===== src/rtl/smbt_pkg.sv =====
package smbt_pkg;
  typedef enum logic [2:0] {
    L_IDLE, L_ADDR, L_AACK, L_RX, L_RACK, L_TX, L_MACK
  } link_st_e;

  localparam int unsigned CMD_BEGIN = 7;
  localparam int unsigned CMD_END   = 6;
  localparam int unsigned CMD_MMIO  = 1;
  localparam int unsigned CMD_WR    = 0;
endpackage


===== src/rtl/smbt_line_sync.sv =====
module smbt_line_sync #(
  parameter int unsigned STAGES = 2
) (
  input  logic clk_i,
  input  logic rst_ni,
  input  logic scl_i,
  input  logic sda_i,
  output logic scl_o,
  output logic sda_o,
  output logic scl_rise_o,
  output logic scl_fall_o,
  output logic start_o,
  output logic stop_o
);
  logic [STAGES-1:0] scl_sr, sda_sr;
  logic scl_d, sda_d;

  always_ff @(posedge clk_i or negedge rst_ni) begin
    if (!rst_ni) begin
      scl_sr <= '1;
      sda_sr <= '1;
      scl_d  <= 1'b1;
      sda_d  <= 1'b1;
    end else begin
      scl_sr <= {scl_sr[STAGES-2:0], scl_i};
      sda_sr <= {sda_sr[STAGES-2:0], sda_i};
      scl_d  <= scl_sr[STAGES-1];
      sda_d  <= sda_sr[STAGES-1];
    end
  end

  assign scl_o      = scl_sr[STAGES-1];
  assign sda_o      = sda_sr[STAGES-1];
  assign scl_rise_o = scl_o && !scl_d;
  assign scl_fall_o = !scl_o && scl_d;
  assign start_o    = scl_o && scl_d && sda_d && !sda_o;
  assign stop_o     = scl_o && scl_d && !sda_d && sda_o;
endmodule


===== src/rtl/smbt_link.sv =====
module smbt_link
  import smbt_pkg::*;
#(
  parameter logic [6:0] DEV_ADDR = 7'h5A
) (
  input  logic       clk_i,
  input  logic       rst_ni,
  input  logic       sda_i,
  input  logic       scl_rise_i,
  input  logic       scl_fall_i,
  input  logic       start_i,
  input  logic       stop_i,
  input  logic       busy_i,
  input  logic [7:0] tx_byte_i,
  output logic       sda_oe_o,
  output logic       addr_ok_o,
  output logic       addr_rw_o,
  output logic       rx_valid_o,
  output logic [7:0] rx_byte_o,
  output logic       tx_load_o
);
  link_st_e   st;
  logic [7:0] sh, tx_sh;
  logic [2:0] cnt;
  logic       full, ack_q, rw_q, mack_q;
  logic       match, byte_end;

  assign match    = (sh[7:1] == DEV_ADDR);
  assign byte_end = scl_fall_i && full;

  always_ff @(posedge clk_i or negedge rst_ni) begin
    if (!rst_ni) begin
      st <= L_IDLE; sh <= '0; tx_sh <= '1; cnt <= '0;
      full <= 1'b0; ack_q <= 1'b0; rw_q <= 1'b0; mack_q <= 1'b0;
    end else if (start_i) begin
      st <= L_ADDR; cnt <= '0; full <= 1'b0;
    end else if (stop_i) begin
      st <= L_IDLE; full <= 1'b0;
    end else begin
      unique case (st)
        L_ADDR, L_RX: begin
          if (scl_rise_i) begin
            sh  <= {sh[6:0], sda_i};
            cnt <= cnt + 3'd1;
            if (cnt == 3'd7) full <= 1'b1;
          end else if (byte_end) begin
            full <= 1'b0;
            cnt  <= '0;
            if (st == L_RX) st <= L_RACK;
            else if (match) begin
              rw_q  <= sh[0];
              ack_q <= !busy_i;
              st    <= L_AACK;
            end else st <= L_IDLE;
          end
        end
        L_AACK: if (scl_fall_i) begin
          cnt <= '0;
          if (!ack_q) st <= L_IDLE;
          else if (rw_q) begin st <= L_TX; tx_sh <= tx_byte_i; end
          else st <= L_RX;
        end
        L_RACK: if (scl_fall_i) st <= L_RX;
        L_TX: begin
          if (scl_rise_i) begin
            cnt <= cnt + 3'd1;
            if (cnt == 3'd7) full <= 1'b1;
          end else if (byte_end) begin
            full <= 1'b0; cnt <= '0; st <= L_MACK;
          end else if (scl_fall_i) tx_sh <= {tx_sh[6:0], 1'b1};
        end
        L_MACK: begin
          if (scl_rise_i) mack_q <= !sda_i;
          else if (scl_fall_i) begin
            if (mack_q) begin st <= L_TX; tx_sh <= tx_byte_i; end
            else st <= L_IDLE;
          end
        end
        default: st <= L_IDLE;
      endcase
    end
  end

  assign sda_oe_o   = (st == L_AACK && ack_q) || (st == L_RACK) || (st == L_TX && !tx_sh[7]);
  assign addr_ok_o  = !start_i && !stop_i && st == L_ADDR && byte_end && match && !busy_i;
  assign addr_rw_o  = sh[0];
  assign rx_valid_o = !start_i && !stop_i && st == L_RX && byte_end;
  assign rx_byte_o  = sh;
  assign tx_load_o  = !start_i && !stop_i && scl_fall_i &&
                      ((st == L_AACK && ack_q && rw_q) || (st == L_MACK && mack_q));
endmodule


===== src/rtl/smbt_fields.sv =====
module smbt_fields
  import smbt_pkg::*;
#(
  parameter int unsigned ADDR_BYTES = 4,
  parameter int unsigned DATA_BYTES = 4,
  localparam int unsigned FIELDS = ADDR_BYTES + DATA_BYTES,
  localparam int unsigned AW = 8 * ADDR_BYTES,
  localparam int unsigned DW = 8 * DATA_BYTES
) (
  input  logic          clk_i,
  input  logic          rst_ni,
  input  logic          addr_ok_i,
  input  logic          addr_rw_i,
  input  logic          rx_valid_i,
  input  logic [7:0]    rx_byte_i,
  input  logic          start_i,
  input  logic          stop_i,
  input  logic          tx_load_i,
  input  logic          ack_i,
  input  logic [DW-1:0] rdata_i,
  input  logic [7:0]    sts_i,
  output logic [7:0]    tx_byte_o,
  output logic          busy_o,
  output logic          req_o,
  output logic          we_o,
  output logic          mmio_o,
  output logic [AW-1:0] addr_o,
  output logic [DW-1:0] wdata_o
);
  localparam int unsigned PW = $clog2(FIELDS + 1);
  localparam int unsigned IW = $clog2(FIELDS);
  localparam int unsigned TW = $clog2(DATA_BYTES + 2);

  logic [7:0]    fld [FIELDS];
  logic [PW-1:0] ptr;
  logic [7:0]    got, cnt_q;
  logic [8:0]    pos;
  logic [1:0]    phase;
  logic          wr_act, c_end, c_wr, c_mmio;
  logic          req_q, we_q, mmio_q;
  logic [DW-1:0] rd_q;
  logic [7:0]    st_q;
  logic [TW-1:0] tidx;

  assign pos = {{(9-PW){1'b0}}, ptr} + {1'b0, got};

  always_ff @(posedge clk_i or negedge rst_ni) begin
    if (!rst_ni) begin
      for (int i = 0; i < int'(FIELDS); i++) fld[i] <= '0;
      ptr <= '0; got <= '0; cnt_q <= '0; phase <= '0; wr_act <= 1'b0;
      c_end <= 1'b0; c_wr <= 1'b0; c_mmio <= 1'b0;
      req_q <= 1'b0; we_q <= 1'b0; mmio_q <= 1'b0;
      rd_q <= '0; st_q <= '0; tidx <= '0;
    end else begin
      if (req_q && ack_i) begin
        req_q <= 1'b0;
        if (!we_q) begin rd_q <= rdata_i; st_q <= sts_i; end
      end
      if (addr_ok_i) begin
        if (!addr_rw_i) begin wr_act <= 1'b1; phase <= '0; got <= '0; end
        else tidx <= '0;
      end
      if (tx_load_i && tidx != '1) tidx <= tidx + 1'b1;
      if (rx_valid_i && wr_act) begin
        unique case (phase)
          2'd0: begin
            c_end  <= rx_byte_i[CMD_END];
            c_wr   <= rx_byte_i[CMD_WR];
            c_mmio <= rx_byte_i[CMD_MMIO];
            if (rx_byte_i[CMD_BEGIN]) ptr <= '0;
            phase <= 2'd1;
          end
          2'd1: begin cnt_q <= rx_byte_i; phase <= 2'd2; end
          default: if (got < cnt_q) begin
            if (pos < 9'(FIELDS)) fld[pos[IW-1:0]] <= rx_byte_i;
            got <= got + 8'd1;
          end
        endcase
      end
      if ((stop_i || start_i) && wr_act) begin
        wr_act <= 1'b0;
        if (stop_i && phase == 2'd2 && got == cnt_q) begin
          if (c_end) begin
            req_q <= 1'b1; we_q <= c_wr; mmio_q <= c_mmio; ptr <= '0;
          end else ptr <= (pos > 9'(FIELDS)) ? PW'(FIELDS) : pos[PW-1:0];
        end else ptr <= '0;
      end
    end
  end

  always_comb begin
    tx_byte_o = 8'hFF;
    if (tidx == '0) tx_byte_o = st_q;
    else if (int'(tidx) <= int'(DATA_BYTES))
      tx_byte_o = rd_q[8*(int'(DATA_BYTES) - int'(tidx)) +: 8];
  end

  for (genvar g = 0; g < ADDR_BYTES; g++) begin : g_addr
    assign addr_o[8*(ADDR_BYTES-1-g) +: 8] = fld[g];
  end
  for (genvar g = 0; g < DATA_BYTES; g++) begin : g_data
    assign wdata_o[8*(DATA_BYTES-1-g) +: 8] = fld[ADDR_BYTES+g];
  end

  assign busy_o = req_q;
  assign req_o  = req_q;
  assign we_o   = we_q;
  assign mmio_o = mmio_q;
endmodule


===== src/rtl/smbt_bridge.sv =====
module smbt_bridge #(
  parameter logic [6:0]  DEV_ADDR    = 7'h5A,
  parameter int unsigned SYNC_STAGES = 2,
  parameter int unsigned ADDR_BYTES  = 4,
  parameter int unsigned DATA_BYTES  = 4,
  localparam int unsigned AW = 8 * ADDR_BYTES,
  localparam int unsigned DW = 8 * DATA_BYTES
) (
  input  logic          clk_i,
  input  logic          rst_ni,
  input  logic          scl_i,
  input  logic          sda_i,
  output logic          sda_oe_o,
  output logic          req_o,
  output logic          we_o,
  output logic          mmio_o,
  output logic [AW-1:0] addr_o,
  output logic [DW-1:0] wdata_o,
  input  logic          ack_i,
  input  logic [DW-1:0] rdata_i,
  input  logic [7:0]    sts_i
);
  logic scl_s, sda_s, scl_rise, scl_fall, start_evt, stop_evt;
  logic busy, addr_ok, addr_rw, rx_valid, tx_load;
  logic [7:0] rx_byte, tx_byte;

  smbt_line_sync #(.STAGES(SYNC_STAGES)) u_sync (
    .clk_i, .rst_ni, .scl_i, .sda_i,
    .scl_o(scl_s), .sda_o(sda_s), .scl_rise_o(scl_rise), .scl_fall_o(scl_fall),
    .start_o(start_evt), .stop_o(stop_evt)
  );

  smbt_link #(.DEV_ADDR(DEV_ADDR)) u_link (
    .clk_i, .rst_ni, .sda_i(sda_s), .scl_rise_i(scl_rise), .scl_fall_i(scl_fall),
    .start_i(start_evt), .stop_i(stop_evt), .busy_i(busy), .tx_byte_i(tx_byte),
    .sda_oe_o, .addr_ok_o(addr_ok), .addr_rw_o(addr_rw),
    .rx_valid_o(rx_valid), .rx_byte_o(rx_byte), .tx_load_o(tx_load)
  );

  smbt_fields #(.ADDR_BYTES(ADDR_BYTES), .DATA_BYTES(DATA_BYTES)) u_fields (
    .clk_i, .rst_ni, .addr_ok_i(addr_ok), .addr_rw_i(addr_rw),
    .rx_valid_i(rx_valid), .rx_byte_i(rx_byte), .start_i(start_evt), .stop_i(stop_evt),
    .tx_load_i(tx_load), .ack_i, .rdata_i, .sts_i, .tx_byte_o(tx_byte),
    .busy_o(busy), .req_o, .we_o, .mmio_o, .addr_o, .wdata_o
  );
endmodule


===== config.mk =====
export PLATFORM = sky130hd
export DESIGN_NAME = smbt_bridge
export DESIGN_NICKNAME = d
export VERILOG_FILES = /design/src/rtl/smbt_pkg.sv /design/src/rtl/smbt_line_sync.sv /design/src/rtl/smbt_link.sv /design/src/rtl/smbt_fields.sv /design/src/rtl/smbt_bridge.sv
export SDC_FILE = /design/constraint.sdc
export NUM_CORES = 1
export LEC_CHECK = 0
export BUFFER_PORTS_ARGS = -buffer_cell sky130_fd_sc_hd__buf_2
export CELL_PAD_IN_SITES_DETAIL_PLACEMENT = 1
export CELL_PAD_IN_SITES_GLOBAL_PLACEMENT = 1
export CORE_MARGIN = 3
export CORE_UTILIZATION = 35
export CTS_BUF_LIST = sky130_fd_sc_hd__clkbuf_4
export CTS_CLUSTER_DIAMETER = 100
export DETAILED_ROUTE_END_ITERATION = 8
export HOLD_SLACK_MARGIN = 0.06
export PLACE_DENSITY_LB_ADDON = 0.1
export SYNTH_ARGS = -nofsm -noshare
export SYNTH_HDL_FRONTEND = slang
export SYNTH_HIERARCHICAL = 1
export SYNTH_SLANG_ARGS = --single-unit

===== constraint.sdc =====
create_clock -name clk_i -period 3.7 [get_ports clk_i]
set_clock_uncertainty 0.1 [all_clocks]
set_input_delay 0.37 -clock clk_i [delete_from_list [all_inputs] [get_ports clk_i]]
set_output_delay 0.37 -clock clk_i [all_outputs]
set_load 0.02 [all_outputs]

==> results of run 1 <==
## worst max-delay path, delay by kind of cell (launching register included)
kind / cells / cell delay [ns]
DFF: 1 / 0.56
and+or+nand+nor: 5 / 1.72
AOI/OAI and AO/OA: 1 / 0.54
muxes: 1 / 0.31
buffers and inverters: 1 / 0.21
## final timing paths
kind / depth (start not counted) / endpoint / start / slack, ns
worst max-delay path: 8 / u_fields/wdata_o[3]$_DFFE_PN0P_ / u_sync/sda_d$_DFF_PN1_ / 0.18
worst min-delay path: 0 / u_sync/sda_sr[1]$_DFF_PN1_ / u_sync/sda_sr[0]$_DFF_PN1_ / 0.25
worst min register to register: 0 / u_sync/sda_sr[1]$_DFF_PN1_ / u_sync/sda_sr[0]$_DFF_PN1_ / 0.25
max in group asynchronous: 3 / u_fields/cnt_q[3]$_DFFE_PN0P_ / rst_ni / 2.31
worst max register to register: 8 / u_fields/wdata_o[3]$_DFFE_PN0P_ / u_sync/sda_d$_DFF_PN1_ / 0.18
min in group asynchronous: 2 / u_fields/got[2]$_DFF_PN0_ / rst_ni / 0.34
## cell type report
type	count	area [sq um]	share of cell area
Multi-Input combinational cell	372	3550	0.369
Timing Repair Buffer	171	1130	0.118
Sequential cell	168	4220	0.439
Antenna cell	1	2.50	0.000260
Clock inverter	15	149	0.0155
Clock buffer	17	128	0.0133
Inverter	23	86.3	0.00898
Tap cell	280	350	0.0364
## cell families after synthesis
group | after synthesis | share of synthesized area
and+or+nand+nor | 119 | 0.0941
adders and majority gates | 21 | 0.0339
DFF | 168 | 0.530
xor gates and xnor gates | 4 | 0.00534
muxes | 155 | 0.245
buffers and inverters | 46 | 0.0262
AOI/OAI and AO/OA | 73 | 0.0657
## routing by layer
layer | vias to the layer above | track usage | part of all wire
met1 | 2757 | 0.242 | 0.48
met4 | 0 | 0.0367 | 0.0080
li1 | 2458 | - | -
met3 | 9 | 0.0492 | 0.049
met2 | 98 | 0.272 | 0.46
met5 | - | 0 | 0
## what timing repair did
| action | in CTS | in global routing |
|---|---|---|
| endpoints found under the hold margin | 124 | 0 |
| setup endpoints to repair | 0 | 24 |
| resized for setup | 0 | 4 |
| hold buffers | 44 | 0 |
## power by group
group,leakage [uW],internal [uW],switching [uW]
registers,0.00223,1990,156
clock network,0.000153,307,748
logic,0.00248,230,185
total,0.00486,2530,1090
## through the flow
step,util,cells
3_3_place_gp,0.402,970
5_1_grt,0.435,1047
2_1_floorplan,-,586
6_report,0.435,1047
4_1_cts,0.435,1046
3_5_place_dp,0.402,970
## synthesized netlist by cell type, types with 2 or more instances
library cell and number:
nor2_2 2, mux2_4 32, and3_1 6, o21ai_1 3, mux2i_1 4, dfstp_2 14, nand3b_1 2, and4b_1 2
o21ai_0 19, a211o_1 3, nand2_1 31, nand4_1 4, a22o_1 4, nand4_4 4, mux2_2 110, dfrtp_1 154
inv_1 23, clkbuf_1 4, ha_1 20, nor4_1 2, a21oi_2 2, or4_1 4, nor3_1 7, nand2b_1 3
a21o_1 3, nor2_1 10, or2_2 2, nor2b_1 12, mux4_2 8, and2_1 2, o22a_1 2, buf_4 7
a21oi_1 22, nor4_2 3, buf_1 9, xnor2_1 3, nand3_1 11
## flip-flops by register name, indices dropped and copies added (netlist names), 3 cells and up
register / flops
u_link/tx_sh: 8
u_fields/rd_q: 32
u_fields/tidx: 3
u_fields/ptr: 4
u_link/st: 3
u_link/rx_byte_o: 8
u_fields/cnt_q: 8
u_fields/addr_o: 32
u_fields/st_q: 8
u_fields/wdata_o: 32
u_link/cnt: 3
u_fields/got: 8
==> impl_metrics.yaml, run 1 <==
setup_path:
  critical_path.max_stage_delay_ns: 0.56
  cp_max_fo: 8
  worstSetupEndpointType: "register"
  crit_required_ns: 4.06
  startpoint_type: "register"
  crit_chain: "and4b_1 -> or2_2 -> nor3_1 -> nand4b_2 -> a2111o_1 -> or4_1 -> buf_4 -> mux2_4"
  critical_path_class: "reg -> reg"
  arrival_ns: 3.89
  critical_path.slowest_cell: "dfstp_2"
placed_design:
  io_buffer_count: 112
  placed_area_sq_um: 8890
  post-place-ws_ns: 0.0506
  hpwl_mm: 14.1
  gp_congestion: 0.815
final_layout:
  fillCellCount: 2349
  final_common_cell: "dfrtp_1"
  finalInstanceArea_sq_um: 9620
  layout_common_cells: "dfrtp_1 (154), buf_2 (111), mux2_2 (110), dlygate4sd3_1 (44), mux2_4 (32)"
  drive_gt1_frac: 0.456
  layout.nets: 819
  syn_to_final_growth_pct: 20.7
synthesis:
  syn_area_per_cell_sq_um: 13.6
  synth.top_cells.by_area: "dfrtp_1 (48%), mux2_2 (16%), mux2_4 (6.0%), dfstp_2 (4.6%), ha_1 (3.1%)"
  ys_types: 70
  synth_edf_count: 0
  synthArstFlopShare: 1.00
  dominantRegCellSynth: "dfrtp_1"
  synth_area_sq_um: 7970
  yosysTopAreaCell: "dfrtp_1"
  yosysSeqAreaShare: 0.530
  synth-seq-cells: 168
  synth_cells: 586
  synth_top_area_frac: 0.484
  syn-num-nets: 652
  ys_warn_count: 6
detailed_routing:
  wire_per_inst_um: 19.7
  routed-via-count: 5322
  ant_nets: 0
  drc: 0
  drt_iter0_drc: 222
  postRouteWirelength_mm: 20.6
  via_per_inst: 5.08
  dr.pass1.iters: 4
min_path:
  hp-class: "reg -> reg"
timing:
  relSlewSlack: 0.415
  tns_ns: 0
  tightest_slew_ns: 0.878
  finalSetupViolCount: 0
  drv_slew: 0
  setup_slack_ns: 0.177
  fmax_mhz: 284
  rsz0062_at_grt: "false"
  layout_worst_path_cycle_share: 0.952
  whs_ns: 0.252
  final_hold_viol_count: 0
  fin_crit_ns: 3.52
clock_network:
  root_buffer: "clkbuf_4"
  cts_made_buffers: 17
  cts_sinks: 168
  htreeDepth: 4
  clk_pin_slew_ns: 0.16
  ctsLongestPathBuffers: 2
  cts_tree: "done"
  post_cts_buffers: 0
  clock_latency_ns: 0.56
grt:
  antenna_found_initial: 1
  grt-ovfl-total: 0
  grt_pass1_vias: 5836
  grt_max_degree: 91
  grtUsageTotal: 0.174
  grt_pass1_wl_mm: 33.0
pwr:
  power_density_nw_per_um2: 376
  static-leakage-power_uw: 0.00486
  finalPower_uw: 3610
  ir_drop_uv: 171
job:
  maxCapViolCount: 0
die:
  floorplan.initialDensity: 0.361
  core_area_sq_um: 22100
  design.die.area_sq_um: 24600
  die_w_um: 157
  placementRows: 54
  ios: 113
  dieHeight_um: 157
status:
  status: "finished clean"
No activity file was read; power rests on OpenSTA's default activity.
==> run 2, diff against run 1 <==
CORE_UTILIZATION = 49   (was 35)
==> run 2 against run 1 <==
Against the previous run: non-clock buffer count shrank 3; maximum frequency shrank 3.8%; power is essentially flat; final area shrank 1.4%; critical path type unchanged; highest routed layer unchanged.
==> impl_metrics.yaml, run 2 (synthesis gave the netlist of run 1 again) <==
status:
  status: "finished clean"
setup_path:
  worstSetupEndpointType: "register"
  crit_path_end: "u_fields/wdata_o[6]$_DFFE_PN0P_"
  critPathLaunch: "u_sync/sda_sr[1]$_DFF_PN1_"
  startpoint_type: "register"
  critPathTopFamily: "simple AND/OR/NAND/NOR gates"
  critical_path.max_stage_delay_ns: 0.80
  cp.depth: 7
  rr_startpoint: "u_sync/sda_sr[1]$_DFF_PN1_"
  crit_chain: "and4b_1 -> or2_2 -> nor3_1 -> nand4b_2 -> a2111o_1 -> or4_1 -> mux2_4"
  cp_max_fo: 8
  arrival_ns: 4.04
  timing.rr.end: "u_fields/wdata_o[6]$_DFFE_PN0P_"
  critical_path_class: "reg -> reg"
  r2r_slack_ns: 0.04
  reg2regPathDepth: 7
  worst-path-buf-inv: 0
  critical_path.slowest_cell: "or4_1"
  crit_required_ns: 4.08
placed_design:
  gp_congestion: 0.886
  io_buffer_count: 112
  hpwl_mm: 13.7
  dp.cells: 898
final_layout:
  layout.cells.non_filler: 976
  layout.nets: 816
  layout_common_cells: "dfrtp_1 (154), buf_2 (111), mux2_2 (110), dlygate4sd3_1 (44), mux2_4 (32)"
  drive_gt1_frac: 0.452
  final_common_cell: "dfrtp_1"
  syn_to_final_growth_pct: 19.1
detailed_routing:
  via_per_inst: 5.60
  dr.pass1.iters: 4
  drt_iter0_drc: 276
  postRouteWirelength_mm: 21.8
  drc: 0
  ant_nets: 0
  wire_per_inst_um: 22.4
  routed-via-count: 5465
timing:
  final_hold_viol_count: 0
  whs_ns: 0.250
  finalSetupViolCount: 0
  drv_slew: 0
  fin_crit_ns: 3.66
  relSlewSlack: 0.463
  rsz0062_at_grt: "true"
  tightest_slew_ns: 0.805
  fmax_mhz: 273
  layout_worst_path_cycle_share: 0.990
min_path:
  hp-class: "reg -> reg"
die:
  dieHeight_um: 134
  floorplan.initialDensity: 0.513
  design.die.area_sq_um: 17800
  die_w_um: 134
  core_area_sq_um: 15500
  placementRows: 45
  ios: 113
pwr:
  ir_drop_uv: 248
  power_density_nw_per_um2: 381
  static-leakage-power_uw: 0.00483
clock_network:
  ctsLongestPathBuffers: 2
  root_buffer: "clkbuf_4"
  cts_sinks: 168
  htreeDepth: 4
  clock_latency_ns: 0.59
  clk_pin_slew_ns: 0.16
  cts_tree: "done"
  cts_made_buffers: 17
grt:
  antenna_found_initial: 2
  grtUsageTotal: 0.257
  grt_pass1_wl_mm: 35.1
  grt-ovfl-total: 0
  grt_max_degree: 86
  grt_pass1_vias: 6080
job:
  maxCapViolCount: 0
## run 2: cell types whose count changed in the layout (fill, tap and decap cells not counted), sizes merged
cell      before  now
clkbuf        17   18
buf          127  124
diode          1    2
clkinvlp       0    2
inv           32   29
## run 2: timing repair
item | CTS | global route
setup buffers | 0 | 0
hold endpoints to repair | 120 | 0
hold buffers | 44 | 0
endpoints found under the setup margin | 0 | 32
resized for setup | 0 | 2
## run 2: layout make-up
type,count,area (sq um)
sequential,168,4220
clock inverter,14,135
multi-input combinational,372,3540
tap,211,264
fill,1599,6050
timing repair buffer,168,1100
inverter,23,86.3
antenna,2,5.00
clock buffer,18,135
## run 2: worst min-delay path by stage
| stage | startpoint | end | cells past startpoint |
|---|---|---|---|
| 2_1_floorplan | rst_ni | u_fields/addr_o[0]$_DFFE_PN0P_ | 0 |
| 3_3_place_gp | u_sync/sda_sr[0]$_DFF_PN1_ | u_sync/sda_sr[1]$_DFF_PN1_ | 0 |
| 3_5_place_dp | u_sync/sda_sr[0]$_DFF_PN1_ | u_sync/sda_sr[1]$_DFF_PN1_ | 0 |
| 4_1_cts | u_sync/scl_sr[0]$_DFF_PN1_ | u_sync/scl_sr[1]$_DFF_PN1_ | 0 |
| 5_1_grt | u_sync/scl_sr[0]$_DFF_PN1_ | u_sync/scl_sr[1]$_DFF_PN1_ | 0 |
| 6_report | u_sync/scl_sr[0]$_DFF_PN1_ | u_sync/scl_sr[1]$_DFF_PN1_ | 0 |
## run 2: power by group
part	internal, uW	total, uW	leakage (uW)	switching, uW
Clock	303	1050	0.000142	743
Sequential	1990	2170	0.00223	178
Combinational	225	405	0.00246	180
## run 2: stage by stage
step | area, sq um | power [uW] | utilization | setup WS, ns | setup TNS, ns
final | 9490 | 3620 | 0.610 | 0.0377 | 0
after global routing | 9490 | 3800 | 0.610 | -0.101 | -2.16
after CTS | 9480 | 3620 | 0.610 | 0.0398 | 0
after detailed placement | 8760 | 2550 | 0.564 | 0.0413 | 0
after global placement | 8760 | 2530 | 0.564 | 0.111 | 0
after floorplan | 7970 | 2360 | - | 0.477 | 0
## run 2: routing by layer
layer / vias to the layer above / part of all wire / GRT usage
met5: - / 0 / 0
met4: 0 / 0.018 / 0.0783
met3: 28 / 0.045 / 0.0517
met2: 153 / 0.50 / 0.433
met1: 2824 / 0.44 / 0.338
li1: 2460 / - / -
